File: src/rtl/exc_pkg.sv
// Shared constants and types for the exception entry sequencer.
// Assumes a 16-bit status register and a 32-bit address space.
package exc_pkg;
    localparam int SR_W         = 16;
    localparam int ADDR_W       = 32;
    localparam int HALF_W       = ADDR_W / 2;
    localparam int SR_SUPER_BIT = 13;
    localparam int SR_MSTK_BIT  = 12;
    localparam int FRAME_STEP   = 4;

    typedef enum logic [1:0] {
        ST_IDLE  = 2'd0,
        ST_WR_HI = 2'd1,
        ST_WR_LO = 2'd2,
        ST_DONE  = 2'd3
    } seq_state_t;
endpackage

File: src/rtl/exc_stack_sel.sv
// Chooses the supervisor stack for a new frame.
// Assumes: the stack-mode bit is sampled from the status before entry.
module exc_stack_sel
    import exc_pkg::*;
(
    input  logic              is_irq,
    input  logic              mstk_bit,
    input  logic [ADDR_W-1:0] msp,
    input  logic [ADDR_W-1:0] isp,
    output logic              use_msp,
    output logic [ADDR_W-1:0] sp_base
);
    // Master stack only for a task exception with the mode bit set.
    always_comb begin
        use_msp = !is_irq && mstk_bit;
        sp_base = use_msp ? msp : isp;
    end
endmodule

File: src/rtl/exc_sr_update.sv
// Builds the status register that is in force after exception entry.
// Assumes: the input is the copy taken at acceptance, not the live status.
module exc_sr_update
    import exc_pkg::*;
(
    input  logic [SR_W-1:0] sr_copy,
    input  logic            is_irq,
    output logic [SR_W-1:0] sr_new
);
    // Force supervisor; an interrupt also drops the stack-mode bit.
    always_comb begin
        sr_new               = sr_copy;
        sr_new[SR_SUPER_BIT] = 1'b1;
        if (is_irq) begin
            sr_new[SR_MSTK_BIT] = 1'b0;
        end
    end
endmodule

File: src/rtl/exc_vector_calc.sv
// Turns a vector number into a byte offset and a fetch address.
// Assumes: each vector slot is one 4-byte word; the address wraps at 2^32.
module exc_vector_calc
    import exc_pkg::*;
#(
    parameter int VEC_W = 8,
    localparam int OFF_W = VEC_W + 2
) (
    input  logic [VEC_W-1:0]  vec_num,
    input  logic [ADDR_W-1:0] vbr,
    output logic [OFF_W-1:0]  offset,
    output logic [ADDR_W-1:0] fetch_addr
);
    // Scale by four and add the table base.
    always_comb begin
        offset     = {vec_num, 2'b00};
        fetch_addr = vbr + ADDR_W'(offset);
    end
endmodule

File: src/rtl/exc_frame_gen.sv
// Drives the stack write port for the two frame words.
// Assumes: the offset fits in half a word (VEC_W + 2 <= 16).
module exc_frame_gen
    import exc_pkg::*;
#(
    parameter int VEC_W = 8,
    localparam int OFF_W = VEC_W + 2
) (
    input  seq_state_t        state,
    input  logic [ADDR_W-1:0] sp_base,
    input  logic [SR_W-1:0]   sr_copy,
    input  logic [ADDR_W-1:0] pc,
    input  logic [OFF_W-1:0]  offset,
    output logic              wr_en,
    output logic [ADDR_W-1:0] wr_addr,
    output logic [ADDR_W-1:0] wr_data
);
    logic [HALF_W-1:0] off_ext;

    // Zero-extend the offset into the low half of the second word.
    always_comb off_ext = HALF_W'(offset);

    // Pick address and data for the write state in force.
    always_comb begin
        wr_en   = 1'b0;
        wr_addr = '0;
        wr_data = '0;
        case (state)
            ST_WR_HI: begin
                wr_en   = 1'b1;
                wr_addr = sp_base - ADDR_W'(FRAME_STEP);
                wr_data = {sr_copy, pc[HALF_W-1:0]};
            end
            ST_WR_LO: begin
                wr_en   = 1'b1;
                wr_addr = sp_base - ADDR_W'(2 * FRAME_STEP);
                wr_data = {pc[ADDR_W-1:HALF_W], off_ext};
            end
            default: ;
        endcase
    end
endmodule

File: src/rtl/exc_entry_seq.sv
// Exception entry sequencer: captures status and request on acceptance,
// pushes a two-word frame, then presents new status, stack pointer and
// vector fetch address with a one-cycle done pulse.
// Assumes: request fields are valid on the acceptance edge only.
module exc_entry_seq
    import exc_pkg::*;
#(
    parameter int VEC_W = 8
) (
    input  logic              clk,
    input  logic              rst_n,
    input  logic              req_valid,
    output logic              req_ready,
    input  logic [VEC_W-1:0]  req_vector,
    input  logic              req_is_irq,
    input  logic [ADDR_W-1:0] req_pc,
    input  logic [SR_W-1:0]   sr_in,
    input  logic [ADDR_W-1:0] vbr_in,
    input  logic [ADDR_W-1:0] msp_in,
    input  logic [ADDR_W-1:0] isp_in,
    output logic              wr_en,
    output logic [ADDR_W-1:0] wr_addr,
    output logic [ADDR_W-1:0] wr_data,
    output logic [SR_W-1:0]   sr_out,
    output logic              sp_sel_out,
    output logic [ADDR_W-1:0] sp_out,
    output logic [ADDR_W-1:0] vec_addr,
    output logic              done
);
    localparam int OFF_W = VEC_W + 2;

    seq_state_t        state_q;
    logic [SR_W-1:0]   sr_copy_q;
    logic [VEC_W-1:0]  vec_q;
    logic [ADDR_W-1:0] pc_q;
    logic [ADDR_W-1:0] vbr_q;
    logic              irq_q;
    logic              use_msp_q;
    logic [ADDR_W-1:0] sp_base_q;

    logic              use_msp_d;
    logic [ADDR_W-1:0] sp_base_d;
    logic [SR_W-1:0]   sr_new;
    logic [OFF_W-1:0]  offset;
    logic [ADDR_W-1:0] fetch_addr;
    logic              accept;

    logic [SR_W-1:0]   sr_out_q;
    logic              sp_sel_q;
    logic [ADDR_W-1:0] sp_out_q;
    logic [ADDR_W-1:0] vec_addr_q;

    // Handshake: ready only while idle.
    always_comb begin
        req_ready = (state_q == ST_IDLE);
        accept    = req_valid && req_ready;
    end

    exc_stack_sel u_stack_sel (
        .is_irq   (req_is_irq),
        .mstk_bit (sr_in[SR_MSTK_BIT]),
        .msp      (msp_in),
        .isp      (isp_in),
        .use_msp  (use_msp_d),
        .sp_base  (sp_base_d)
    );

    exc_sr_update u_sr_update (
        .sr_copy (sr_copy_q),
        .is_irq  (irq_q),
        .sr_new  (sr_new)
    );

    exc_vector_calc #(.VEC_W(VEC_W)) u_vector_calc (
        .vec_num    (vec_q),
        .vbr        (vbr_q),
        .offset     (offset),
        .fetch_addr (fetch_addr)
    );

    exc_frame_gen #(.VEC_W(VEC_W)) u_frame_gen (
        .state   (state_q),
        .sp_base (sp_base_q),
        .sr_copy (sr_copy_q),
        .pc      (pc_q),
        .offset  (offset),
        .wr_en   (wr_en),
        .wr_addr (wr_addr),
        .wr_data (wr_data)
    );

    // Sequence state: idle -> write high word -> write low word -> done.
    always_ff @(posedge clk) begin
        if (!rst_n) begin
            state_q <= ST_IDLE;
        end else begin
            case (state_q)
                ST_IDLE:  if (accept) state_q <= ST_WR_HI;
                ST_WR_HI: state_q <= ST_WR_LO;
                ST_WR_LO: state_q <= ST_DONE;
                default:  state_q <= ST_IDLE;
            endcase
        end
    end

    // Capture status copy, vector and stack choice on acceptance.
    always_ff @(posedge clk) begin
        if (!rst_n) begin
            sr_copy_q <= '0;
            vec_q     <= '0;
            pc_q      <= '0;
            vbr_q     <= '0;
            irq_q     <= 1'b0;
            use_msp_q <= 1'b0;
            sp_base_q <= '0;
        end else if (accept) begin
            sr_copy_q <= sr_in;
            vec_q     <= req_vector;
            pc_q      <= req_pc;
            vbr_q     <= vbr_in;
            irq_q     <= req_is_irq;
            use_msp_q <= use_msp_d;
            sp_base_q <= sp_base_d;
        end
    end

    // Load the result registers as the last write completes.
    always_ff @(posedge clk) begin
        if (!rst_n) begin
            sr_out_q   <= '0;
            sp_sel_q   <= 1'b0;
            sp_out_q   <= '0;
            vec_addr_q <= '0;
        end else if (state_q == ST_WR_LO) begin
            sr_out_q   <= sr_new;
            sp_sel_q   <= use_msp_q;
            sp_out_q   <= sp_base_q - ADDR_W'(2 * FRAME_STEP);
            vec_addr_q <= fetch_addr;
        end
    end

    // Drive the result ports from their registers.
    always_comb begin
        sr_out     = sr_out_q;
        sp_sel_out = sp_sel_q;
        sp_out     = sp_out_q;
        vec_addr   = vec_addr_q;
        done       = (state_q == ST_DONE);
    end
endmodule

File: config.mk
export PLATFORM = sky130hd
export DESIGN_NAME = exc_entry_seq
export DESIGN_NICKNAME = d
export VERILOG_FILES = /design/src/rtl/exc_pkg.sv /design/src/rtl/exc_stack_sel.sv /design/src/rtl/exc_sr_update.sv /design/src/rtl/exc_vector_calc.sv /design/src/rtl/exc_frame_gen.sv /design/src/rtl/exc_entry_seq.sv
export SDC_FILE = /design/constraint.sdc
export NUM_CORES = 1
export LEC_CHECK = 0
export ABC_AREA = 1
export BUFFER_PORTS_ARGS = -buffer_cell sky130_fd_sc_hd__buf_2
export CELL_PAD_IN_SITES_DETAIL_PLACEMENT = 0
export CELL_PAD_IN_SITES_GLOBAL_PLACEMENT = 1
export CORE_ASPECT_RATIO = 0.75
export CORE_UTILIZATION = 36
export CTS_CLUSTER_SIZE = 30
export DETAILED_ROUTE_END_ITERATION = 12
export PLACE_DENSITY = 0.87
export RECOVER_POWER = 50
export SYNTH_ARGS = -nofsm -noshare
export SYNTH_HDL_FRONTEND = slang
export SYNTH_SLANG_ARGS = --single-unit
File: constraint.sdc
create_clock -name clk -period 1.95 [get_ports clk]
set_input_delay 0 -clock clk [delete_from_list [all_inputs] [get_ports clk]]
set_output_delay 0 -clock clk [all_outputs]
set_load 0.01 [all_outputs]
==> results of run 1 <==
==> worst min-delay path, delay by kind of cell <==
family                 cells  cell delay, ps
AO/OA/AOI/OAI              1              80
buffers and inverters      2             600
AND/OR/NAND/NOR            1              80
==> where the power goes <==
part	leakage (nW)	switching (W)	internal [W]
registers	1.70	0.00124	0.00559
clock network	0.381	0.00183	0.00276
logic	5.55	0.00861	0.00577
==> synthesized netlist by cell type <==
library cell / n
or2_2: 2
or2_1: 1
o22ai_1: 4
nor2_4: 9
nand2_1: 321
dfxtp_1: 205
fa_1: 1
nand3b_1: 1
clkbuf_1: 63
nor2_8: 3
xnor2_1: 2
nor2_2: 17
inv_2: 11
a21boi_0: 3
nand3_2: 2
nand4_2: 1
o21ai_2: 1
buf_1: 11
inv_1: 173
nand3_1: 143
ha_1: 14
nand2_2: 9
a211oi_1: 2
clkinv_2: 1
nand2_4: 9
buf_6: 1
o31ai_1: 1
nand4_1: 8
nor2_1: 281
nor3_1: 6
clkinv_1: 2
xor2_1: 8
o211ai_1: 33
o21ai_0: 144
buf_2: 11
a21oi_1: 134
o21ai_1: 22
==> layout make-up <==
class,instances,area (um2),share of cell area
multi-input cells,1182,6590,0.384
flip-flops and latches,205,4180,0.243
inverters,187,761,0.0443
clock inverters,6,113,0.00655
repair buffers,583,4390,0.255
clock buffers,34,667,0.0388
well taps,392,490,0.0285
==> logic make-up (layout without fill, tap and decap cells) <==
kind of cell    count (synthesis)  count (layout)
buf+inv                       273             810
xor+xnor                       10              10
flops                         205             205
simple gates                  813             813
fa+ha+maj                      15              15
compound gates                344             344
==> flip-flops by register name, summed over array words and instances, names as in the netlist <==
| register | cells |
|---|---|
| pc_q | 32 |
| sp_base_q | 32 |
| sp_out | 32 |
| vbr_q | 32 |
| vec_addr | 32 |
| sr_copy_q | 16 |
| sr_out | 16 |
| vec_q | 8 |
| state_q | 2 |
| irq_q | 1 |
| sp_sel_out | 1 |
| use_msp_q | 1 |
==> stage by stage <==
stage                     hold WS, ps  setup WS [ps]
after global routing              257           -245
after global placement            249          -34.1
final                             254           -170
after CTS                         227           -130
after detailed placement          257          -69.3
after floorplan                   149            176
==> worst max path at each step <==
stage                         startpoint                         to  slack [ps]  depth (start not counted)
6_report       sp_base_q[3]$_SDFFE_PN0P_                wr_addr[23]        -170                          9
5_1_grt        sp_base_q[3]$_SDFFE_PN0P_                wr_addr[31]        -250                          9
4_1_cts        sp_base_q[4]$_SDFFE_PN0P_                wr_addr[17]        -130                          9
3_5_place_dp       vec_q[0]$_SDFFE_PN0P_  vec_addr[26]$_SDFFE_PN0P_         -70                         13
3_3_place_gp       vec_q[0]$_SDFFE_PN0P_  vec_addr[18]$_SDFFE_PN0P_         -30                         13
2_1_floorplan      vec_q[0]$_SDFFE_PN0P_  vec_addr[18]$_SDFFE_PN0P_         180                         13
==> layer usage <==
layer | routed length (um) | GRT usage
met5 | 0 | 0
met4 | 1410 | 0.0866
met3 | 3070 | 0.0521
met2 | 19800 | 0.438
met1 | 20000 | 0.360
==> timing repair <==
| item | in CTS | in global routing |
|---|---|---|
| endpoints found under the hold margin | 123 | 0 |
| resized for setup | 156 | 183 |
| pin swaps | 58 | 76 |
| cloned | 5 | 5 |
| hold buffers | 163 | 0 |
| setup buffers | 37 | 32 |
| setup endpoints to repair | 72 | 87 |
==> flow_summary.json, run 1 <==
{
  "violations": "negative setup slack",
  "synth-seq-cells": 205,
  "max_stage_delay_ps": 330,
  "finalWirelength_mm": 44.3,
  "synth_fa_ha_area_frac": 0.0181,
  "period_needed_ps": 2120,
  "dpl_cell_area_um2": 12900,
  "min_path_type": "input port to register",
  "fin_ws_ps": -170,
  "setup_tns_ps": -2300,
  "yosys-top-cells-area": "dfxtp_1, nand2_1, nor2_1",
  "place_congestion": 0.934,
  "drtIter0Drc": 799,
  "synth_top_family_by_area": "simple AND/OR/NAND/NOR gates",
  "grt_util_all_layers": 0.270,
  "ioPinCount": 304,
  "initial_core_util": 0.369,
  "holdPathEnd": "vbr_q[1]$_SDFFE_PN0P_",
  "place_inst": 2311,
  "cts-root-buf": "clkbuf_16",
  "synth_simple_gate_area_frac": 0.328,
  "syn_area_um2": 10800,
  "fillCellCount": 2682,
  "drc_errors": 0,
  "num_vias": 13072,
  "synth_nets": 1831,
  "clockBufferDepth": 3,
  "final_area_um2": 17200,
  "required_ps": 1950,
  "synth_top_cell_area_share": 0.380,
  "outcome": "finished with violations",
  "cts_sinks": 205,
  "synthCells": 1660,
  "fin_total_pwr_w": 0.0258,
  "critPathKind": "register to output port",
  "cts_tree": "built",
  "synth_area_leader_cell": "dfxtp_1",
  "hold_viol_final": 0,
  "grt_max_degree": 135,
  "ff2ff_path_depth": 13,
  "synth-compound-area-share": 0.169,
  "whs_path_depth": 4,
  "cpMaxStageDelayCell": "dfxtp_2",
  "ir_drop_mv": 0.764,
  "fin_util": 0.588,
  "clk_pin_slew_worst_paths_ps": 60,
  "ys.warnings.count": 0,
  "final_cell_mix": "nand2_1, nor2_1, buf_2",
  "dieWidth_um": 202,
  "worstPathArrival_ps": 2120,
  "synth_xor_area_frac": 0.00811,
  "crit_path_max_fanout": 8,
  "wire_per_inst_um": 17.1,
  "rr_endpoint": "sp_out[29]$_SDFFE_PN0P_",
  "final_common_cell": "nand2_1",
  "fin_cells": 2589,
  "cp-start-kind": "register",
  "rsz0062_at_grt": "yes",
  "power_density_nw_per_um2": 1500,
  "r2r_setup_slack_ps": -40,
  "period_share": 1.09,
  "path_cells": "inv_4, ha_4, nand2_8, nor2_8, nand2_4, o21ai_1, nand3_1, a21oi_2, buf_2",
  "first_pass_iters": 5,
  "syn-mean-instance-area_um2": 6.51,
  "yosysSeqAreaShare": 0.380,
  "clk_latency_ps": 540,
  "antenna_found_initial": 0,
  "critPathCaptureType": "output port",
  "grt_pass1_wl_mm": 66.8,
  "drive_gt1_frac": 0.294,
  "slew_viol_final": 0,
  "slew_headroom": 0.545,
  "place_hpwl_mm": 27.5,
  "fmax_mhz": 472,
  "maxCapViolCount": 0,
  "placement.io_buffers": 303,
  "die_h_um": 152,
  "n_antenna_cell": 0,
  "vias_per_cell": 5.05,
  "ant_nets": 0,
  "htree_num_levels": 1,
  "gr-total-overflow": 0,
  "syn_to_final_growth_pct": 59.1,
  "yosys.cell_types.count": 37,
  "coreArea_um2": 29300,
  "critical_path.top_delay_family": "simple AND/OR/NAND/NOR gates",
  "synth_mux_area_frac": 0,
  "nets": 2353,
  "cp_num_buf_inv": 2,
  "min_from": "vbr_in[1]",
  "cts_made_buffers": 23,
  "die_area_um2": 30700,
  "r2r-start": "sp_base_q[13]$_SDFFE_PN0P_",
  "setup_viol": 26,
  "leakage_nw": 7.63,
  "tightestPinTransition_ps": 682,
  "rows": 54,
  "first_global_vias": 12648,
  "finalClockSkew_ps": 22.6
}
Power figures use the tool's default switching activity.
==> run 2, diff against run 1 <==
--- a/config.mk
+++ b/config.mk
@@ -5,16 +5,16 @@
 export SDC_FILE = /design/constraint.sdc
 export NUM_CORES = 1
 export LEC_CHECK = 0
-export ABC_AREA = 1
 export BUFFER_PORTS_ARGS = -buffer_cell sky130_fd_sc_hd__buf_2
 export CELL_PAD_IN_SITES_DETAIL_PLACEMENT = 0
 export CELL_PAD_IN_SITES_GLOBAL_PLACEMENT = 1
 export CORE_ASPECT_RATIO = 0.75
-export CORE_UTILIZATION = 36
+export CORE_UTILIZATION = 37
 export CTS_CLUSTER_SIZE = 30
 export DETAILED_ROUTE_END_ITERATION = 12
 export PLACE_DENSITY = 0.87
 export RECOVER_POWER = 50
+export REMOVE_ABC_BUFFERS = 1
 export SYNTH_ARGS = -nofsm -noshare
 export SYNTH_HDL_FRONTEND = slang
 export SYNTH_SLANG_ARGS = --single-unit
==> flow_summary.json, run 2 <==
{
  "yosys-top-cells-area": "dfxtp_1, nand2_1, a21oi_1",
  "finalClockSkew_ps": 9.30,
  "period_share": 1.48,
  "hold_viol_final": 0,
  "drive_gt1_frac": 0.346,
  "slew_headroom": 0.623,
  "yosysSeqAreaShare": 0.408,
  "violations": "negative setup slack",
  "place_hpwl_mm": 25.5,
  "n_antenna_cell": 0,
  "drc_errors": 0,
  "cp-start-kind": "register",
  "min_path_type": "input port to register",
  "final_area_um2": 17500,
  "final_common_cell": "nand2_1",
  "leakage_nw": 7.21,
  "clk_latency_ps": 520,
  "syn-mean-instance-area_um2": 7.90,
  "num_vias": 12235,
  "drtIter0Drc": 675,
  "nets": 2064,
  "syn_to_final_growth_pct": 74.0,
  "yosys.cell_types.count": 58,
  "place_congestion": 0.899,
  "critPathCaptureType": "output port",
  "coreArea_um2": 26300,
  "worstPathArrival_ps": 2880,
  "rsz0062_at_grt": "yes",
  "dp_slack_ps": -635,
  "synth-seq-cells": 205,
  "setup_tns_ps": -45190,
  "synth_top_cell_area_share": 0.408,
  "dieWidth_um": 192,
  "hold_slack_ps": 267,
  "critPathKind": "register to output port",
  "grt_max_degree": 67,
  "required_ps": 1950,
  "outcome": "finished with violations",
  "synth_edf_count": 0,
  "htree_num_levels": 1,
  "fin_ws_ps": -929,
  "synth-main-ff-cell": "dfxtp_1",
  "first_pass_iters": 5,
  "wire_per_inst_um": 19.0,
  "clk_pin_slew_worst_paths_ps": 60,
  "synth.most_common_cell": "nand2_1",
  "fmax_mhz": 347,
  "antenna_found_initial": 0,
  "die_area_um2": 27800,
  "maxCapViolCount": 0,
  "dpl_cell_area_um2": 13000,
  "clockBufferDepth": 3,
  "grt_util_all_layers": 0.276,
  "setup_viol": 154,
  "ant_nets": 0,
  "cts_tree": "built",
  "period_needed_ps": 2880,
  "die_h_um": 145,
  "vias_per_cell": 5.43,
  "first_global_vias": 11514,
  "finalWirelength_mm": 42.8,
  "final_cell_mix": "nand2_1, buf_2, dfxtp_1",
  "initial_core_util": 0.382,
  "synth_commonest_cells": "nand2_1, dfxtp_1, a21oi_1, nor2_1, clkbuf_1",
  "gr-total-overflow": 0,
  "async_flop_share": 0,
  "cts_made_buffers": 23,
  "place_inst": 1977,
  "rows": 51,
  "synth_area_leader_cell": "dfxtp_1",
  "crit_path_max_fanout": 2,
  "cts-root-buf": "clkbuf_16",
  "slew_viol_final": 0,
  "fin_cells": 2252,
  "synthCells": 1272,
  "ys.warnings.count": 0,
  "grt_pass1_wl_mm": 60.9,
  "power_density_nw_per_um2": 957,
  "ioPinCount": 304,
  "ir_drop_mv": 0.793,
  "syn_area_um2": 10100,
  "placement.io_buffers": 303,
  "cts_sinks": 205,
  "tightestPinTransition_ps": 560
}
run 2: cell types whose count changed in the layout (fill, tap and decap cells not counted), sizes merged, moves of 25 or more:
cell	before	now
nand2	339	232
o21ai	167	67
a211oi	2	62
buf	326	438
nor2	310	113
o211ai	33	8
nand3	145	15
inv	184	18
mux2i	0	60
run 2: cell families (layout without fill, tap and decap cells):
logic type / count (synthesis) / in the layout / synth area share
multiplexers: 62 / 62 / 0.0620
XOR/XNOR: 34 / 34 / 0.0296
adder cells (fa/ha/maj): 15 / 15 / 0.0194
buffers and inverters: 122 / 758 / 0.0474
AO/OA/AOI/OAI: 368 / 368 / 0.228
flip-flops: 205 / 205 / 0.408
AND/OR/NAND/NOR: 466 / 466 / 0.206
run 2: power breakdown:
part | internal [W] | total, W | switching, W
Sequential | 0.00478 | 0.00520 | 0.000426
Clock | 0.00271 | 0.00453 | 0.00182
Combinational | 0.00325 | 0.00701 | 0.00376
run 2: final timing paths:
kind | from | end | slack (ps) | cells after the start
hold / removal | req_vector[5] | vec_q[5]$_SDFFE_PN0P_ | 270 | 4
setup / recovery | sp_base_q[13]$_SDFFE_PN0P_ | wr_addr[28] | -930 | 8
setup reg to reg | sp_base_q[13]$_SDFFE_PN0P_ | sp_out[26]$_SDFFE_PN0P_ | -560 | 10
hold reg to reg | pc_q[15]$_SDFFE_PN0P_ | pc_q[15]$_SDFFE_PN0P_ | 450 | 2
run 2: worst max-delay path, stage by stage (launching register included):
cell and delay, ps:
dfxtp_2 320, or4_4 550, buf_6 140, or4_4 500, buf_6 150, nor3_4 190, o22ai_1 110, a22o_1 250
buf_2 150
run 2: layer usage:
| layer | part of all wire | vias to the layer above | GRT usage |
|---|---|---|---|
| met3 | 0.078 | 99 | 0.0586 |
| li1 | - | 5760 | - |
| met4 | 0.028 | 0 | 0.0870 |
| met1 | 0.42 | 5801 | 0.358 |
| met2 | 0.47 | 575 | 0.457 |
| met5 | 0 | - | 0 |
run 2: through the flow:
| step | utilization | power (W) |
|---|---|---|
| 5_1_grt | 0.665 | 0.0175 |
| 2_1_floorplan | - | 0.00779 |
| 3_5_place_dp | 0.493 | 0.0101 |
| 3_3_place_gp | 0.493 | 0.0100 |
| 6_report | 0.665 | 0.0167 |
| 4_1_cts | 0.640 | 0.0160 |
run 2: cell type report:
class | count | area, um2
well taps | 344 | 430
multi-input cells | 945 | 6570
repair buffers | 701 | 5520
inverters | 17 | 76.3
fillers | 2077 | 8800
clock buffers | 30 | 642
flip-flops and latches | 205 | 4120
clock inverters | 10 | 133
run 2: timing repair:
| item | in CTS | in global routing |
|---|---|---|
| resized for setup | 231 | 114 |
| cloned | 4 | 7 |
| pin swaps | 113 | 79 |
| setup buffers | 38 | 39 |
| hold endpoints to repair | 136 | 0 |
| hold buffers | 167 | 0 |
| setup endpoints to repair | 102 | 118 |
==> run 3, diff against run 2 <==
==> constraint.sdc (replaced) <==
create_clock -name clk -period 3.06 [get_ports clk]
set_input_delay 0 -clock clk [delete_from_list [all_inputs] [get_ports clk]]
set_output_delay 0 -clock clk [all_outputs]
set_load 0.01 [all_outputs]
==> flow_summary.json, run 3 (synthesis results as in run 2) <==
{
  "min_path_type": "input port to register",
  "final_area_um2": 14100,
  "power_density_nw_per_um2": 626,
  "gr-total-overflow": 0,
  "switching_power_w": 0.00317,
  "critPathKind": "register to output port",
  "placement.io_buffers": 303,
  "place_congestion": 0.894,
  "syn_to_final_growth_pct": 40.3,
  "ioPinCount": 304,
  "antenna_found_initial": 0,
  "ir_drop_mv": 0.576,
  "clkPwrFrac": 0.310,
  "period_share": 0.969,
  "finalClockSkew_ps": 13.0,
  "cts-root-buf": "clkbuf_16",
  "worstPathArrival_ps": 2970,
  "vias_per_cell": 5.34,
  "initial_core_util": 0.382,
  "cts_made_buffers": 23,
  "n_antenna_cell": 0,
  "dieWidth_um": 192,
  "drive_gt1_frac": 0.185,
  "place_inst": 1844,
  "p_seq_frac": 0.385,
  "die_h_um": 145,
  "clockBufferDepth": 3,
  "final_cell_mix": "nand2_1, buf_2, dfxtp_1",
  "internal-power_w": 0.00566,
  "outcome": "finished clean",
  "maxCapViolCount": 0,
  "slew_headroom": 0.0673,
  "tightestPinTransition_ps": 1400,
  "fmax_mhz": 337,
  "num_vias": 10903,
  "hold_viol_final": 0,
  "critPathCaptureType": "output port",
  "leakage_nw": 5.62,
  "final_common_cell": "nand2_1",
  "clk_latency_ps": 520,
  "grt_max_degree": 104,
  "grt_pass1_wl_mm": 53.6,
  "place_hpwl_mm": 23.0,
  "clk_pin_slew_worst_paths_ps": 60,
  "grt_util_all_layers": 0.241,
  "nets": 1852,
  "crit_path_max_fanout": 11,
  "finalWirelength_mm": 35.0,
  "combPwrFrac": 0.305,
  "fin_cells": 2041,
  "cts_sinks": 205,
  "first_global_vias": 10298,
  "dpl_cell_area_um2": 11900,
  "first_pass_iters": 5,
  "drc_errors": 0,
  "rsz0062_at_grt": "no",
  "rows": 51,
  "htree_num_levels": 1,
  "switching_share": 0.359,
  "required_ps": 3060,
  "drtIter0Drc": 625,
  "cp-start-kind": "register",
  "cts_tree": "built",
  "slew_viol_final": 0,
  "ant_nets": 0,
  "die_area_um2": 27800,
  "setup_viol": 0,
  "wire_per_inst_um": 17.2,
  "period_needed_ps": 2970,
  "coreArea_um2": 26300
}
## run 3: cell count changes in the layout (fill, tap and decap cells not counted), moves of 10 or more
cell	before	now
nor3_1	12	22
dlygate4sd3_1	164	154
a211oi_2	14	2
a211oi_1	44	60
a21oi_2	12	0
buf_6	72	0
a21oi_1	129	144
buf_4	137	26
buf_12	15	3
o21ai_0	55	67
## run 3: metrics by stage
stage | setup WS, ps | hold slack (ps) | TNS [ps] | util | total power (W)
after detailed placement | 116 | 246 | 0 | 0.453 | 0.00595
after global placement | 250 | 241 | 0 | 0.453 | 0.00591
final | 94.5 | 96.4 | 0 | 0.537 | 0.00883
after CTS | 16.4 | 71.1 | 0 | 0.541 | 0.00891
after floorplan | -3160 | 136 | -267250 | - | 0.00497
after global routing | 5.22 | 129 | 0 | 0.537 | 0.00932
## run 3: what timing repair did
action,CTS,global route
pin swaps,1,2
hold buffers,154,0
setup buffers,1,1
hold endpoints to repair,123,0
gates cloned,0,0
resized for setup,8,7
setup endpoints to repair,8,31
## run 3: critical path, stage by stage, from the launching register on
cell,delay [ps]
dfxtp_1,430
or4_4,580
or4_4,570
nor2_1,180
a32oi_1,130
o31ai_2,350
buf_2,200
## run 3: layout make-up
class | count | area (um2)
Inverter | 17 | 68.8
Tap cell | 344 | 430
Fill cell | 2552 | 12200
Clock inverter | 12 | 114
Multi-Input combinational cell | 945 | 5540
Timing Repair Buffer | 489 | 3210
Sequential cell | 205 | 4110
Clock buffer | 29 | 628
## run 3: per-layer routing
metal | wire length [um] | vias to the layer above | global-route usage
met3 | 2970 | 61 | 0.0653
met2 | 15200 | 390 | 0.381
met4 | 901 | 0 | 0.0758
met1 | 15900 | 5127 | 0.318
met5 | 0 | - | 0
li1 | - | 5325 | -
## run 3: power groups by stage
stage               clock, W  combinational, W  sequential (W)
finish               0.00274           0.00269         0.00340
global route         0.00291           0.00297         0.00344
CTS                  0.00281           0.00272         0.00338
detailed placement         0           0.00251         0.00344
global placement           0           0.00249         0.00342
floorplan                  0           0.00155         0.00342
## run 3: final timing paths
path / startpoint / endpoint / slack, ps / cells past startpoint
min: rst_n / vbr_q[17]$_SDFFE_PN0P_ / 100 / 3
max reg2reg: state_q[0]$_SDFFE_PN0P_ / sp_base_q[15]$_SDFFE_PN0P_ / 330 / 6
min reg2reg: pc_q[15]$_SDFFE_PN0P_ / pc_q[15]$_SDFFE_PN0P_ / 450 / 2
max: sp_base_q[5]$_SDFFE_PN0P_ / wr_addr[26] / 90 / 6
